## src/rtl/sbarb_pkg.sv

```systemverilog
package sbarb_pkg;
    localparam int unsigned DEF_NCORE = 8;
    localparam int unsigned DEF_NFAB  = 2;
    localparam int unsigned DEF_PW    = 3;
    localparam int unsigned DEF_BW    = 8;
    localparam int unsigned DEF_SH    = 4;
endpackage

```

## src/rtl/sbarb_wait_ctr.sv

```systemverilog
module sbarb_wait_ctr #(
    parameter int unsigned BW = 8,
    parameter int unsigned SH = 4
) (
    input  logic          clk,
    input  logic          rst_n,
    input  logic          req,
    input  logic          gnt,
    input  logic          dram_tgt,
    input  logic [BW-1:0] bound,
    output logic          promo
);
    localparam int unsigned CW = BW + SH;

    typedef struct packed {
        logic [CW-1:0] cnt;
    } ctr_state_t;

    ctr_state_t    st_d, st_q;
    logic [CW-1:0] limit;

    always_comb begin
        st_d  = st_q;
        limit = dram_tgt ? {bound, {SH{1'b0}}} : {{SH{1'b0}}, bound};
        promo = (bound != '0) && (st_q.cnt >= limit);
        if (gnt)
            st_d.cnt = '0;
        else if (req && (st_q.cnt != {CW{1'b1}}))
            st_d.cnt = st_q.cnt + 1'b1;
    end

    always_ff @(posedge clk) begin
        if (!rst_n)
            st_q <= '0;
        else
            st_q <= st_d;
    end


    clear_on_grant_chk: assert property (@(posedge clk) disable iff (!rst_n)
        gnt |=> (st_q.cnt == '0));


    hold_when_idle_chk: assert property (@(posedge clk) disable iff (!rst_n)
        (!req && !gnt) |=> $stable(st_q.cnt));


    zero_bound_chk: assert property (@(posedge clk) disable iff (!rst_n)
        (bound == '0) |-> !promo);
endmodule

```

## src/rtl/sbarb_select.sv

```systemverilog
module sbarb_select #(
    parameter int unsigned N  = 10,
    parameter int unsigned KW = 4,
    parameter int unsigned IW = 4
) (
    input  logic [N-1:0]    req,
    input  logic [N*KW-1:0] key_flat,
    input  logic [IW-1:0]   ptr,
    output logic [N-1:0]    gnt,
    output logic [IW-1:0]   gnt_idx
);
    logic [KW-1:0] best;
    logic          found;

    always_comb begin
        best = {KW{1'b1}};
        for (int i = 0; i < N; i++) begin
            if (req[i] && (key_flat[i*KW +: KW] < best))
                best = key_flat[i*KW +: KW];
        end
        gnt     = '0;
        gnt_idx = '0;
        found   = 1'b0;
        for (int k = 1; k <= N; k++) begin
            int j;
            j = int'(ptr) + k;
            if (j >= N) j = j - N;
            if (!found && req[j] && (key_flat[j*KW +: KW] == best)) begin
                gnt[j]  = 1'b1;
                gnt_idx = IW'(j);
                found   = 1'b1;
            end
        end
    end
endmodule

```

## src/rtl/sbarb_top.sv

```systemverilog
module sbarb_top
    import sbarb_pkg::*;
#(
    parameter int unsigned NCORE = DEF_NCORE,
    parameter int unsigned NFAB  = DEF_NFAB,
    parameter int unsigned PW    = DEF_PW,
    parameter int unsigned BW    = DEF_BW,
    parameter int unsigned SH    = DEF_SH
) (
    input  logic                       clk,
    input  logic                       rst_n,
    input  logic                       dram_tgt,
    input  logic [NCORE+NFAB-1:0]      req,
    input  logic [NCORE-1:0]           urgent,
    input  logic [NCORE*PW-1:0]        pf_pri,
    input  logic [NCORE*PW-1:0]        urg_pri,
    input  logic [NFAB*PW-1:0]         fab_pri,
    input  logic [(NCORE+NFAB)*BW-1:0] bound,
    output logic [NCORE+NFAB-1:0]      gnt
);
    localparam int unsigned N  = NCORE + NFAB;
    localparam int unsigned KW = PW + 1;
    localparam int unsigned IW = $clog2(N);

    typedef struct packed {
        logic [IW-1:0] ptr;
    } rr_state_t;

    rr_state_t       st_d, st_q;
    logic [N-1:0]    promo;
    logic [N*KW-1:0] key_flat;
    logic [IW-1:0]   gnt_idx;

    for (genvar i = 0; i < N; i++) begin : g_req
        logic [PW-1:0] base;
        if (i < NCORE) begin : g_core
            assign base = urgent[i] ? urg_pri[i*PW +: PW] : pf_pri[i*PW +: PW];
        end else begin : g_fab
            assign base = fab_pri[(i-NCORE)*PW +: PW];
        end
        assign key_flat[i*KW +: KW] = promo[i] ? '0 : ({1'b0, base} + 1'b1);

        sbarb_wait_ctr #(.BW(BW), .SH(SH)) u_ctr (
            .clk      (clk),
            .rst_n    (rst_n),
            .req      (req[i]),
            .gnt      (gnt[i]),
            .dram_tgt (dram_tgt),
            .bound    (bound[i*BW +: BW]),
            .promo    (promo[i])
        );
    end

    sbarb_select #(.N(N), .KW(KW), .IW(IW)) u_sel (
        .req      (req),
        .key_flat (key_flat),
        .ptr      (st_q.ptr),
        .gnt      (gnt),
        .gnt_idx  (gnt_idx)
    );

    always_comb begin
        st_d = st_q;
        if (|gnt)
            st_d.ptr = gnt_idx;
    end

    always_ff @(posedge clk) begin
        if (!rst_n)
            st_q.ptr <= IW'(N - 1);
        else
            st_q <= st_d;
    end


    grant_onehot_chk: assert property (@(posedge clk) disable iff (!rst_n)
        $onehot0(gnt));


    grant_to_req_chk: assert property (@(posedge clk) disable iff (!rst_n)
        (gnt & ~req) == '0);


    no_idle_chk: assert property (@(posedge clk) disable iff (!rst_n)
        (|req) |-> (|gnt));


    promoted_wins_chk: assert property (@(posedge clk) disable iff (!rst_n)
        (|(promo & req)) |-> (|(gnt & promo)));
endmodule

```

## config.mk

```make
export PLATFORM = sky130hd
export DESIGN_NAME = sbarb_top
export DESIGN_NICKNAME = d
export VERILOG_FILES = /design/src/rtl/sbarb_pkg.sv /design/src/rtl/sbarb_wait_ctr.sv /design/src/rtl/sbarb_select.sv /design/src/rtl/sbarb_top.sv
export SDC_FILE = /design/constraint.sdc
export NUM_CORES = 1
export LEC_CHECK = 0
export CAP_MARGIN = 30
export CORE_ASPECT_RATIO = 1.75
export CORE_MARGIN = 3
export CORE_UTILIZATION = 37
export CTS_BUF_LIST = sky130_fd_sc_hd__clkbuf_8
export DETAILED_ROUTE_END_ITERATION = 6
export DONT_BUFFER_PORTS = 1
export GPL_TIMING_DRIVEN = 0
export MAX_ROUTING_LAYER = met4
export SLEW_MARGIN = 30
export SYNTH_ARGS = -nofsm -noshare
export SYNTH_HDL_FRONTEND = slang
export SYNTH_SLANG_ARGS = --single-unit
```

## constraint.sdc

```tcl
create_clock -name clk -period 46.1 [get_ports clk]
set_input_delay 4.61 -clock clk [delete_from_list [all_inputs] [get_ports clk]]
set_output_delay 4.61 -clock clk [all_outputs]
set_load 0.05 [all_outputs]
```

==> results of run 1 <==
==> through the flow <==
stage                     total power, mW  setup WS, ps
final                                1.30         14270
after global routing                 1.37         12750
after CTS                            1.25         14370
after detailed placement             1.13         14450
after global placement               1.11         14610
after floorplan                     0.824         19990
==> routing by layer <==
| metal | track usage | vias up | wire, um |
|---|---|---|---|
| met5 | - | - | 0 |
| li1 | - | 9070 | - |
| met4 | 0.229 | 0 | 7370 |
| met1 | 0.281 | 9335 | 26000 |
| met2 | 0.521 | 892 | 38600 |
| met3 | 0.0488 | 335 | 4550 |
==> placed cells by master, fill, tap and decap left out, drive strengths merged, types with 9 or more instances in the layout <==
master,instances
a21o,45
and2,14
o211ai,26
o2111ai,12
nand2b,64
xnor2,129
buf,36
nor3,34
o21ai,114
nand3,83
mux4,22
mux2i,85
o31a,10
ha,199
nand2,294
nand4,49
a21boi,13
nor4,49
and3,27
clkbuf,68
or3,15
nor4b,9
a22oi,10
o32ai,12
o22ai,48
nor2,292
o31ai,22
o221ai,16
mux2,21
xor2,68
or2,20
inv,90
dfxtp,124
a211oi,27
a21oi,132
o21a,18
nor2b,25
a31oi,30
==> flip-flops by register name, summed over array words and instances, names as in the netlist <==
signal,count
g_req.u_ctr.st_q,120
st_q,4
==> logic make-up (layout without fill, tap and decap cells) <==
family                     after synthesis  count (layout)  synth area share
AOI/OAI and AO/OA                      619             619             0.235
xor gates and xnor gates               197             197            0.0952
adders and majority gates              200             200             0.138
buffers and inverters                  169             204            0.0380
DFF                                    124             124             0.137
muxes                                  128             128            0.0884
other                                    0               2                 0
and+or+nand+nor                       1003            1003             0.268
==> power by group <==
part | switching (mW) | internal [mW]
registers | 0.00775 | 0.113
clock network | 0.0527 | 0.0672
logic | 0.715 | 0.343
==> critical path: cells and delay by family <==
family          cells  cell delay (ps)
mux                 5             1710
compound gates     35            10050
simple gates       24             5350
buf+inv             8             2300
fa+ha+maj          10             3150
==> final cells by class <==
class | count | area share
clock inverter | 14 | 0.0118
antenna | 2 | 0.000256
inverter | 86 | 0.0165
tap | 648 | 0.0415
timing repair buffer | 3 | 0.00122
sequential | 124 | 0.127
multi-input combinational | 2147 | 0.770
clock buffer | 18 | 0.0127
buffer | 83 | 0.0188
==> how the worst max path moves through the flow <==
stage | from | endpoint | depth (start not counted)
after floorplan | dram_tgt | gnt[4] | 85
after detailed placement | dram_tgt | gnt[5] | 82
final | dram_tgt | gnt[4] | 82
after CTS | dram_tgt | gnt[5] | 82
after global routing | dram_tgt | gnt[4] | 82
after global placement | dram_tgt | gnt[5] | 82
==> reports/qor.txt, run 1 <==
PortBufs -> 0
Pwr dens -> 66.4 mW/mm^2
Fmax -> 31.4 MHz
Reg2Reg Setup Slack -> 23850 ps
Sink Count -> 124
Antenna violations before repair -> 2
Reg2reg path depth -> 81
RSZ-0062 raised after global routing -> no
Slew Limit Fails -> 0
Hold path endpoint -> g_req[9].u_ctr.st_q[1]$_SDFFE_PP0P_
# IOs -> 165
Final net count -> 2817
Slew HR -> 0.227
Starting Density -> 0.377
Global-route wire length before repair -> 114000 um
Layout cells sized above 1 -> 0.0743
Most used DFF post-synth -> dfxtp_1
Setup Skew -> 21.6 ps
Largest stage delay, worst path -> 860 ps
Worst Hold Launch -> g_req[9].u_ctr.st_q[1]$_SDFFE_PP0P_
Chip height -> 299 um
Root Buffer -> clkbuf_8
Cells after DPL -> 3090
Syn Inst Count -> 2440
Routed len/inst -> 24.5 um
Antenna Violating Nets Remaining -> 0
Clock period minus worst slack -> 31830 ps
Synth top area share -> 0.137
Post-Route Setup TNS -> 0 ps
Initial DRC count -> 1760
Leak -> 7.80 nW
Utilization after layout -> 0.406
Non-Filler Instances -> 3125
Worst r2r src -> g_req[1].u_ctr.st_q[11]$_SDFFE_PP0P_
Ys async rst share -> 0
Maximum vdd ir drop -> 0.0313 mV
Worst min-delay path class -> reg -> reg
CP startpoint kind -> input pin
Site Rows -> 106
CTS H-tree lvls -> 4
Commonest cells in the netlist -> 293 x nand2_1, 292 x nor2_1, 199 x ha_1
Gpl congestion -> 1.08
Total number of vias -> 19632
Slowest library cell on the worst path -> nor4_1
Core area -> 0.0481 mm^2
Fillers -> 4996
Yosys warns -> 0
Chip width -> 173 um
Area growth, synth to finish -> 7.83%
Largest net degree at the start of global routing -> 17
Clock-pin slew on the worst setup and hold paths -> 90 ps
Clock Tree Buf Depth -> 2
CP Max Fanout -> 10
Post-route DRC -> 14
TritonCTS clock tree -> built
Hold depth -> 2
Crit Path Category -> in -> out
Cell variety after synth -> 107
EDFF count, synth -> 0
Cell taking the most area after synthesis -> ha_1
Cell with the most instances after synthesis -> nand2_1
Sequential fraction of the synthesis area -> 0.137
Worst-skew pair later-pin latency -> 470 ps
Syn Nets -> 2795
Via density -> 6.28
GRT Total Usage -> 0.294
CTS-repair resized insts -> 0
Area occupied by registers -> 0.00248 mm^2
CTS Buf Count -> 17
Finish-stage setup viols -> 0
Failing checks -> DRC
Area contributors post-synth -> ha_1 14%, dfxtp_1 14%, xnor2_1 6.2%
Syn avg cell area -> 7.43 um^2
1st-pass router iterations -> 7
Post-Syn Area -> 0.0181 mm^2
Routed Wire Length -> 76500 um
Hold Vio Cnt, Final -> 0
Multi-input logic area -> 0.0151 mm^2
Full die area -> 0.0518 mm^2
Vias in the first global route -> 19279
Status -> finished, violations left
Worst endpoint required time -> 41490 ps
Post-DP HPWL -> 62900 um
Most common cell on crit path -> ha_1
GRT overflow -> 0
Design area -> 0.0196 mm^2
Final Cycle Share -> 0.691
Worst slew pin tran -> 1150 ps
CTS Hold Bufs -> 0
Worst R2R End -> g_req[6].u_ctr.st_q[9]$_SDFFE_PP0P_
Register bit total from synthesis -> 124
Nature of the critical path endpoint -> output pin
Postcts setup bufs -> 0
WHS -> 518 ps
Max-Cap Viols -> 0
Placement Cell Area -> 0.0190 mm^2
Critical path arrival -> 27220 ps
Note: power is estimated with default switching activity, not from simulation.
==> inputs of run 2 (changes only) <==
==> constraint.sdc (replaced) <==
create_clock -name clk -period 30.9 [get_ports clk]
set_input_delay 3.09 -clock clk [delete_from_list [all_inputs] [get_ports clk]]
set_output_delay 3.09 -clock clk [all_outputs]
set_load 0.05 [all_outputs]
==> results of run 2 <==
The final DEF is identical to that of run 1. Status: finished, violations left: DRC.
Main changes from that run: setup slack after placement 14450 ps -> 2290 ps; setup slack after layout 14270 ps -> 2110 ps; register-to-register setup slack 23850 ps -> 8650 ps; total power 1.30 mW -> 1.94 mW; worst IR drop on VDD 0.0313 mV -> 0.0467 mV
